**src/rtl/ts_demux_pkg.sv**
```systemverilog
package ts_demux_pkg;
    localparam int PID_W   = 13;
    localparam int CC_W    = 4;
    localparam int BYTE_W  = 8;
    localparam logic [BYTE_W-1:0] SYNC_BYTE = 8'h47;
    localparam int HDR_LEN = 4;
    // slot roles by convention; matching treats every slot the same
    localparam int VIDEO_SLOT = 0;
    localparam int AUDIO_SLOT = 1;

    typedef enum logic [1:0] {
        AFC_RSVD    = 2'b00,
        AFC_PAYLOAD = 2'b01,
        AFC_ADAPT   = 2'b10,
        AFC_BOTH    = 2'b11
    } afc_e;
endpackage

```
**src/rtl/ts_sync_tracker.sv**
```systemverilog
module ts_sync_tracker
    import ts_demux_pkg::*;
#(
    parameter int PKT_LEN   = 188,
    parameter int SYNC_HITS = 3
) (
    input  logic                       clk,
    input  logic                       rst_n,
    input  logic                       in_valid,
    input  logic                       in_sop,
    input  logic [BYTE_W-1:0]          in_data,
    output logic                       locked,
    output logic                       byte_take,
    output logic [$clog2(PKT_LEN)-1:0] byte_pos
);
    localparam int POS_W = $clog2(PKT_LEN);
    localparam int HIT_W = $clog2(SYNC_HITS + 1);

    typedef struct packed {
        logic             locked;
        logic [HIT_W-1:0] hits;
        logic [POS_W-1:0] pos;
    } trk_t;

    trk_t trk_d, trk_q;
    logic             is_sync;
    logic             at_edge;
    logic [POS_W-1:0] pos_next;

    always_comb begin
        trk_d     = trk_q;
        byte_take = 1'b0;
        is_sync   = (in_data == SYNC_BYTE);
        at_edge   = (trk_q.pos == '0);
        pos_next  = (trk_q.pos == POS_W'(PKT_LEN - 1)) ? '0 : trk_q.pos + 1'b1;
        if (in_valid) begin
            if (trk_q.locked) begin
                if (at_edge && !is_sync) begin
                    trk_d.locked = 1'b0;
                    trk_d.hits   = '0;
                    trk_d.pos    = '0;
                end else begin
                    byte_take = 1'b1;
                    trk_d.pos = pos_next;
                end
            end else if (trk_q.hits == '0) begin
                if (in_sop && is_sync) begin
                    trk_d.hits = HIT_W'(1);
                    trk_d.pos  = POS_W'(1);
                end
            end else if (at_edge) begin
                if (is_sync) begin
                    if (trk_q.hits == HIT_W'(SYNC_HITS - 1)) begin
                        trk_d.locked = 1'b1;
                        trk_d.hits   = '0;
                        byte_take    = 1'b1;
                    end else begin
                        trk_d.hits = trk_q.hits + 1'b1;
                    end
                    trk_d.pos = POS_W'(1);
                end else begin
                    trk_d.hits = '0;
                    trk_d.pos  = '0;
                end
            end else begin
                trk_d.pos = pos_next;
            end
        end
    end

    always_ff @(posedge clk) begin
        if (!rst_n) trk_q <= '0;
        else        trk_q <= trk_d;
    end

    assign locked   = trk_q.locked;
    assign byte_pos = trk_q.pos;
endmodule

```
**src/rtl/ts_slot_bank.sv**
```systemverilog
module ts_slot_bank
    import ts_demux_pkg::*;
#(
    parameter int NUM_SLOTS = 32
) (
    input  logic                          clk,
    input  logic                          rst_n,
    input  logic                          cfg_we,
    input  logic [$clog2(NUM_SLOTS)-1:0]  cfg_slot,
    input  logic [PID_W-1:0]              cfg_pid,
    input  logic                          cfg_en,
    input  logic [PID_W-1:0]              look_pid,
    output logic                          look_hit,
    output logic [$clog2(NUM_SLOTS)-1:0]  look_slot,
    input  logic                          chk_en,
    input  logic [$clog2(NUM_SLOTS)-1:0]  chk_slot,
    input  logic [CC_W-1:0]               chk_cc,
    output logic                          chk_pass,
    output logic                          chk_err
);
    localparam int SW = $clog2(NUM_SLOTS);

    typedef struct packed {
        logic [NUM_SLOTS-1:0][PID_W-1:0] pid;
        logic [NUM_SLOTS-1:0]            en;
        logic [NUM_SLOTS-1:0][CC_W-1:0]  last;
        logic [NUM_SLOTS-1:0]            seen;
        logic [NUM_SLOTS-1:0]            dup;
    } bank_t;

    bank_t bank_d, bank_q;
    logic [NUM_SLOTS-1:0] hit_vec;

    for (genvar g = 0; g < NUM_SLOTS; g++) begin : g_cmp
        assign hit_vec[g] = bank_q.en[g] && (bank_q.pid[g] == look_pid);
    end

    // lowest index wins
    always_comb begin
        look_slot = '0;
        for (int i = NUM_SLOTS - 1; i >= 0; i--) begin
            if (hit_vec[i]) look_slot = SW'(i);
        end
    end
    assign look_hit = |hit_vec;

    logic [CC_W-1:0] prev_cc;

    always_comb begin
        bank_d   = bank_q;
        chk_pass = 1'b0;
        chk_err  = 1'b0;
        prev_cc  = bank_q.last[chk_slot];
        if (chk_en) begin
            if (!bank_q.seen[chk_slot]) begin
                chk_pass                = 1'b1;
                bank_d.seen[chk_slot]   = 1'b1;
                bank_d.last[chk_slot]   = chk_cc;
                bank_d.dup[chk_slot]    = 1'b0;
            end else if (chk_cc == prev_cc + 1'b1) begin
                chk_pass                = 1'b1;
                bank_d.last[chk_slot]   = chk_cc;
                bank_d.dup[chk_slot]    = 1'b0;
            end else if (chk_cc == prev_cc && !bank_q.dup[chk_slot]) begin
                bank_d.dup[chk_slot]    = 1'b1;
            end else begin
                chk_pass                = 1'b1;
                chk_err                 = 1'b1;
                bank_d.last[chk_slot]   = chk_cc;
                bank_d.dup[chk_slot]    = 1'b0;
            end
        end
        if (cfg_we) begin
            bank_d.pid[cfg_slot]  = cfg_pid;
            bank_d.en[cfg_slot]   = cfg_en;
            bank_d.seen[cfg_slot] = 1'b0;
            bank_d.dup[cfg_slot]  = 1'b0;
        end
    end

    always_ff @(posedge clk) begin
        if (!rst_n) bank_q <= '0;
        else        bank_q <= bank_d;
    end
endmodule

```
**src/rtl/ts_pid_demux.sv**
```systemverilog
module ts_pid_demux
    import ts_demux_pkg::*;
#(
    parameter int NUM_SLOTS = 32,
    parameter int PKT_LEN   = 188,
    parameter int SYNC_HITS = 3
) (
    input  logic                         clk,
    input  logic                         rst_n,
    input  logic [7:0]                   in_data,
    input  logic                         in_valid,
    input  logic                         in_sop,
    input  logic                         cfg_we,
    input  logic [$clog2(NUM_SLOTS)-1:0] cfg_slot,
    input  logic [PID_W-1:0]             cfg_pid,
    input  logic                         cfg_en,
    output logic                         out_valid,
    output logic [7:0]                   out_data,
    output logic [$clog2(NUM_SLOTS)-1:0] out_slot,
    output logic                         out_pusi,
    output logic [NUM_SLOTS-1:0]         cc_err,
    output logic                         in_sync
);
    localparam int SW    = $clog2(NUM_SLOTS);
    localparam int POS_W = $clog2(PKT_LEN);
    localparam int HI_W  = PID_W - BYTE_W;

    typedef struct packed {
        logic                 tei;
        logic                 pusi;
        logic [HI_W-1:0]      pid_hi;
        logic                 hit;
        logic [SW-1:0]        slot;
        logic                 pay_ok;
        logic                 need_len;
        logic [BYTE_W-1:0]    skip;
        logic                 first;
        logic                 ovalid;
        logic [BYTE_W-1:0]    odata;
        logic [SW-1:0]        oslot;
        logic                 opusi;
        logic [NUM_SLOTS-1:0] err;
    } prs_t;

    prs_t prs_d, prs_q;

    logic             byte_take;
    logic [POS_W-1:0] byte_pos;
    logic             locked;
    logic [PID_W-1:0] look_pid;
    logic             look_hit;
    logic [SW-1:0]    look_slot;
    logic             chk_en;
    logic             chk_pass;
    logic             chk_err;
    afc_e             afc;

    ts_sync_tracker #(
        .PKT_LEN   (PKT_LEN),
        .SYNC_HITS (SYNC_HITS)
    ) u_sync (
        .clk       (clk),
        .rst_n     (rst_n),
        .in_valid  (in_valid),
        .in_sop    (in_sop),
        .in_data   (in_data),
        .locked    (locked),
        .byte_take (byte_take),
        .byte_pos  (byte_pos)
    );

    ts_slot_bank #(
        .NUM_SLOTS (NUM_SLOTS)
    ) u_bank (
        .clk       (clk),
        .rst_n     (rst_n),
        .cfg_we    (cfg_we),
        .cfg_slot  (cfg_slot),
        .cfg_pid   (cfg_pid),
        .cfg_en    (cfg_en),
        .look_pid  (look_pid),
        .look_hit  (look_hit),
        .look_slot (look_slot),
        .chk_en    (chk_en),
        .chk_slot  (prs_q.slot),
        .chk_cc    (in_data[CC_W-1:0]),
        .chk_pass  (chk_pass),
        .chk_err   (chk_err)
    );

    assign look_pid = {prs_q.pid_hi, in_data};
    assign afc      = afc_e'(in_data[5:4]);

    always_comb begin
        prs_d        = prs_q;
        prs_d.ovalid = 1'b0;
        prs_d.opusi  = 1'b0;
        prs_d.err    = '0;
        chk_en       = 1'b0;
        if (byte_take) begin
            case (byte_pos)
                POS_W'(0): begin
                    prs_d.hit    = 1'b0;
                    prs_d.pay_ok = 1'b0;
                end
                POS_W'(1): begin
                    prs_d.tei    = in_data[7];
                    prs_d.pusi   = in_data[6];
                    prs_d.pid_hi = in_data[HI_W-1:0];
                end
                POS_W'(2): begin
                    prs_d.hit  = look_hit;
                    prs_d.slot = look_slot;
                end
                POS_W'(HDR_LEN - 1): begin
                    chk_en         = prs_q.hit && !prs_q.tei && in_data[4];
                    prs_d.pay_ok   = chk_en && chk_pass;
                    prs_d.need_len = (afc == AFC_BOTH);
                    prs_d.skip     = '0;
                    prs_d.first    = 1'b1;
                    if (chk_err) prs_d.err[prs_q.slot] = 1'b1;
                end
                default: begin
                    if (prs_q.need_len) begin
                        prs_d.need_len = 1'b0;
                        prs_d.skip     = in_data;
                    end else if (prs_q.skip != '0) begin
                        prs_d.skip = prs_q.skip - 1'b1;
                    end else if (prs_q.pay_ok) begin
                        prs_d.ovalid = 1'b1;
                        prs_d.odata  = in_data;
                        prs_d.oslot  = prs_q.slot;
                        prs_d.opusi  = prs_q.pusi && prs_q.first;
                        prs_d.first  = 1'b0;
                    end
                end
            endcase
        end
    end

    always_ff @(posedge clk) begin
        if (!rst_n) prs_q <= '0;
        else        prs_q <= prs_d;
    end

    assign out_valid = prs_q.ovalid;
    assign out_data  = prs_q.odata;
    assign out_slot  = prs_q.oslot;
    assign out_pusi  = prs_q.opusi;
    assign cc_err    = prs_q.err;
    assign in_sync   = locked;
endmodule

```
**config.mk**
```make
export PLATFORM = sky130hd
export DESIGN_NAME = ts_pid_demux
export DESIGN_NICKNAME = d
export VERILOG_FILES = /design/src/rtl/ts_demux_pkg.sv /design/src/rtl/ts_sync_tracker.sv /design/src/rtl/ts_slot_bank.sv /design/src/rtl/ts_pid_demux.sv
export SDC_FILE = /design/constraint.sdc
export NUM_CORES = 2
export LEC_CHECK = 0
export ABC_AREA = 1
export CAP_MARGIN = 20
export CORE_MARGIN = 8
export CORE_UTILIZATION = 42
export DETAILED_ROUTE_END_ITERATION = 16
export GPL_ROUTABILITY_DRIVEN = 1
export PLACE_DENSITY_LB_ADDON = 0.08
export SLEW_MARGIN = 0
export SYNTH_ARGS = -nofsm -noshare
export SYNTH_HDL_FRONTEND = slang
export SYNTH_HIERARCHICAL = 1
export SYNTH_SLANG_ARGS = --single-unit
```
**constraint.sdc**
```tcl
create_clock -name clk -period 5.75 [get_ports clk]
set_clock_uncertainty 0.2 [all_clocks]
set_input_delay 1.15 -clock clk [delete_from_list [all_inputs] [get_ports clk]]
set_output_delay 1.15 -clock clk [all_outputs]
set_load 0.05 [all_outputs]
```
==> implementation parameters <==
Parameter                              Value

Routing
  Count of antenna-violating nets left after detailed routing ... 0
  DR WL/cell ... 21.6 µm
  Via Count ... 31575
  1st-iter DRT viols ... about 3200
  Via count normalized by instance count ... between 5 and 6
  Final WL ... between 100000 and 150000 µm
  Remaining DRCs ... 0
  Number of optimization iterations in the first detailed-route pass ... 6

Synth
  Proportion of synthesized chip area in sequential cells ... 0.434
  Prevailing post-synth register cell ... sky130_fd_sc_hd__dfxtp_1
  List of most frequent post-synthesis cells ... sky130_fd_sc_hd__nor2_1 (1115), sky130_fd_sc_hd__dfxtp_1 (722), sky130_fd_sc_hd__o21ai_0 (650)
  Number of distinct library cells after synthesis ... 63
  Number of synthesized register bits ... between 700 and 800
  Dominant cell by count in the synthesized netlist ... sky130_fd_sc_hd__nor2_1
  Number of nets in the synthesized netlist ... approximately 4600
  Share of the synthesized area in the top cell type ... 0.434
  Cell area after technology mapping ... 0.0333 mm²
  Number of synthesized flops with an enable pin ... 0
  Area leader, netlist ... sky130_fd_sc_hd__dfxtp_1
  Average cell area after synthesis ... between 7 and 8 µm²
  Number of standard cells after synthesis ... ~4600
  Post-synthesis async set-or-reset flop share ... 0
  Warnings from Yosys ... 6
  Leading cell types by total area after synthesis ... sky130_fd_sc_hd__dfxtp_1 (43%), sky130_fd_sc_hd__nor2_1 (13%), sky130_fd_sc_hd__o21ai_0 (9.8%)

GRT
  GRT Total Usage ... 0.262
  Overflow after GRT ... 0
  Via count of the first global-routing pass ... between 20000 and 30000
  Maximum number of pins on one net before global-route repair ... a little over 200
  Initial antenna violation count ... 4
  Global-route wire length before repair ... about 180000 µm

Clocking
  Cell chosen for the clock root ... sky130_fd_sc_hd__clkbuf_16
  CTS tree ... yes
  Post-cts hold buffer count ... 0
  Number of buffers added by the clock tree synthesis step ... roughly 80
  Worst-case clock buffer depth ... 3
  Number of setup buffers added after CTS ... 0
  Cts repair resizes ... 0
  Total number of H-tree levels ... 3
  Register clock-pin slew on the reported worst setup and hold paths ... roughly 60 ps
  Clock Sink Count ... roughly 720
  Clock insertion delay at the later pin of the skew report ... around 630 ps

Setup path
  Delay of the slowest cell on the worst path ... approximately 740 ps
  CP Data Required Time ... 6090 ps
  Critical path's most frequent cell ... sky130_fd_sc_hd__nand2_1
  Worst Path Arrival ... 5280 ps
  Setup crit end kind ... register
  Crit path launch type ... input port
  Largest driver fanout on the critical path ... 13
  Reg2reg path depth ... 18
  Critical path class ... input port to register
  Critical-path cell with the highest stage delay ... sky130_fd_sc_hd__clkdlybuf4s50_1

Hold path
  Type of the most critical hold path ... register to register
  Worst Hold Path Cells ... 2

Pwr
  Share of power burned in registers ... 0.456
  Clock share of power ... 0.489
  Combinational group share of total power ... 0.055
  Areal power density over the cells ... 297 mW/mm²
  Switching part of the total ... 0.241
  Cell-internal power ... between 8 and 9 mW
  Switching power ... about 2.7 mW
  Leakage power figure ... 15.5 nW
  Peak VDD IR ... 0.000226 V

Finish
  Area delta synth->final ... 12.5%
  Final core utilization ... 0.476
  Layout cells sized above 1 ... 0.0931
  Number of nets in the finished design ... between 4000 and 5000

STA
  Final Hold Viols ... 0
  Peak clock frequency supported by timing ... 202 MHz
  Worst relative slew slack ... 0.294
  Clock period minus worst slack ... a little under 5000 ps
  Period utilization ... 0.859
  Number of setup violations in the final report ... 0
  Setup repair after global routing missed its margin ... false
  Post-Route Setup TNS ... 0 ps
  Transition time at the pin with the least slew margin ... approximately 1100 ps
  Max-slew violation count ... 0

Die
  Y dimension of the die ... 298 µm
  Die Outline Area ... between 0.08 and 0.09 mm²
  Chip Width ... ~300 µm
  Count of boundary I/O pins ... 80
  Row Count ... between 100 and 150
  Area of the core ... between 0.07 and 0.08 mm²
  Starting density of the core ... 0.423

Place
  Count of buffers inserted at the top-level ports ... 79
  HPWL Detailed ... about 76000 µm
  GPL Wtd Cong ... ~0.9

Run status
  Run status ... finished clean

Run
  Max-cap viol count ... 0
## power by group through the flow
stage / Combinational, mW / Clock [mW] / Sequential, mW
3_5_place_dp: 0.605 / 0 / 5.19
4_1_cts: 0.607 / 5.53 / 5.08
2_1_floorplan: 0.356 / 0 / 5.18
5_1_grt: 0.656 / 5.74 / 5.08
6_report: 0.617 / 5.44 / 5.08
3_3_place_gp: 0.606 / 0 / 5.19
## worst max-delay path, delay by kind of cell
kind                   cells  cell delay [ps]
and+or+nand+nor           31             2090
AOI/OAI and AO/OA          3              610
buffers and inverters      3             1430
## sequential cells by signal (all words and copies together), names as in the netlist
name and cells:
cc_err 32, look_pid 5, out_data 8, out_pusi 1
out_slot 5, out_valid 1, prs_q 19, u_bank/bank_q 640
u_sync/byte_pos 8, u_sync/locked 1, u_sync/trk_q 2
## routing by layer
metal | vias up | share of wire | GRT usage
li1 | 15250 | - | -
met2 | 1178 | 0.44 | 0.414
met4 | 2 | 0.027 | 0.0769
met1 | 14943 | 0.46 | 0.368
met3 | 202 | 0.071 | 0.0384
met5 | - | 0.00045 | 0
## per-stage QoR
stage	hold WS (ps)	total power, mW	cells	setup WS [ps]	cell area [µm²]
CTS	259	11.2	5638	867	37500
floorplan	230	5.53	4591	1390	33300
finish	261	11.1	5639	810	37500
global route	288	11.5	5639	475	37500
global placement	247	5.79	5491	230	34700
detailed placement	249	5.79	5491	237	34700
## cells in the final DEF, fill, tap and decap left out, drive strengths merged, types with 35 or more instances in the layout
| cell type | synthesis | layout |
|---|---|---|
| nand3 | 50 | 50 |
| buf | 163 | 145 |
| o22ai | 76 | 76 |
| xnor2 | 35 | 35 |
| o21ai | 734 | 734 |
| xor2 | 70 | 70 |
| clkbuf | 195 | 119 |
| nor4 | 70 | 70 |
| nand4 | 44 | 44 |
| nor2 | 1133 | 1133 |
| dfxtp | 722 | 722 |
| nand2 | 447 | 447 |
| nor3 | 60 | 60 |
| a22oi | 78 | 78 |
| a21oi | 275 | 275 |
| inv | 253 | 253 |
| clkdlybuf4s50 | 0 | 63 |
## cell type report
cell class	count	area, µm²
tap	1050	1310
antenna	1	2.50
sequential	722	14500
clock inverter	28	373
inverter	263	991
multi-input combinational	3248	16200
clock buffer	119	2420
fill	7957	41200
timing repair buffer	208	1780
## kinds of logic (layout without fill, tap and decap cells)
kind of cell	count (synthesis)	in the layout	share of synthesized area
AND/OR/NAND/NOR	1816	1816	0.231
XOR/XNOR	105	105	0.0276
AO/OA/AOI/OAI	1322	1322	0.224
other	0	1	0
buffers and inverters	621	618	0.0819
adder cells (fa/ha/maj)	5	5	0.00188
flip-flops	722	722	0.434
## final timing paths
path | from | endpoint | slack [ps]
max reg2reg | prs_q[58] | u_bank/bank_q[5] | 920
min | u_bank/bank_q[223] | u_bank/bank_q[223] | 260
min reg2reg | u_bank/bank_q[223] | u_bank/bank_q[223] | 260
max | in_data[3] | prs_q[58] | 810
No activity file was read; power rests on OpenSTA's default activity.
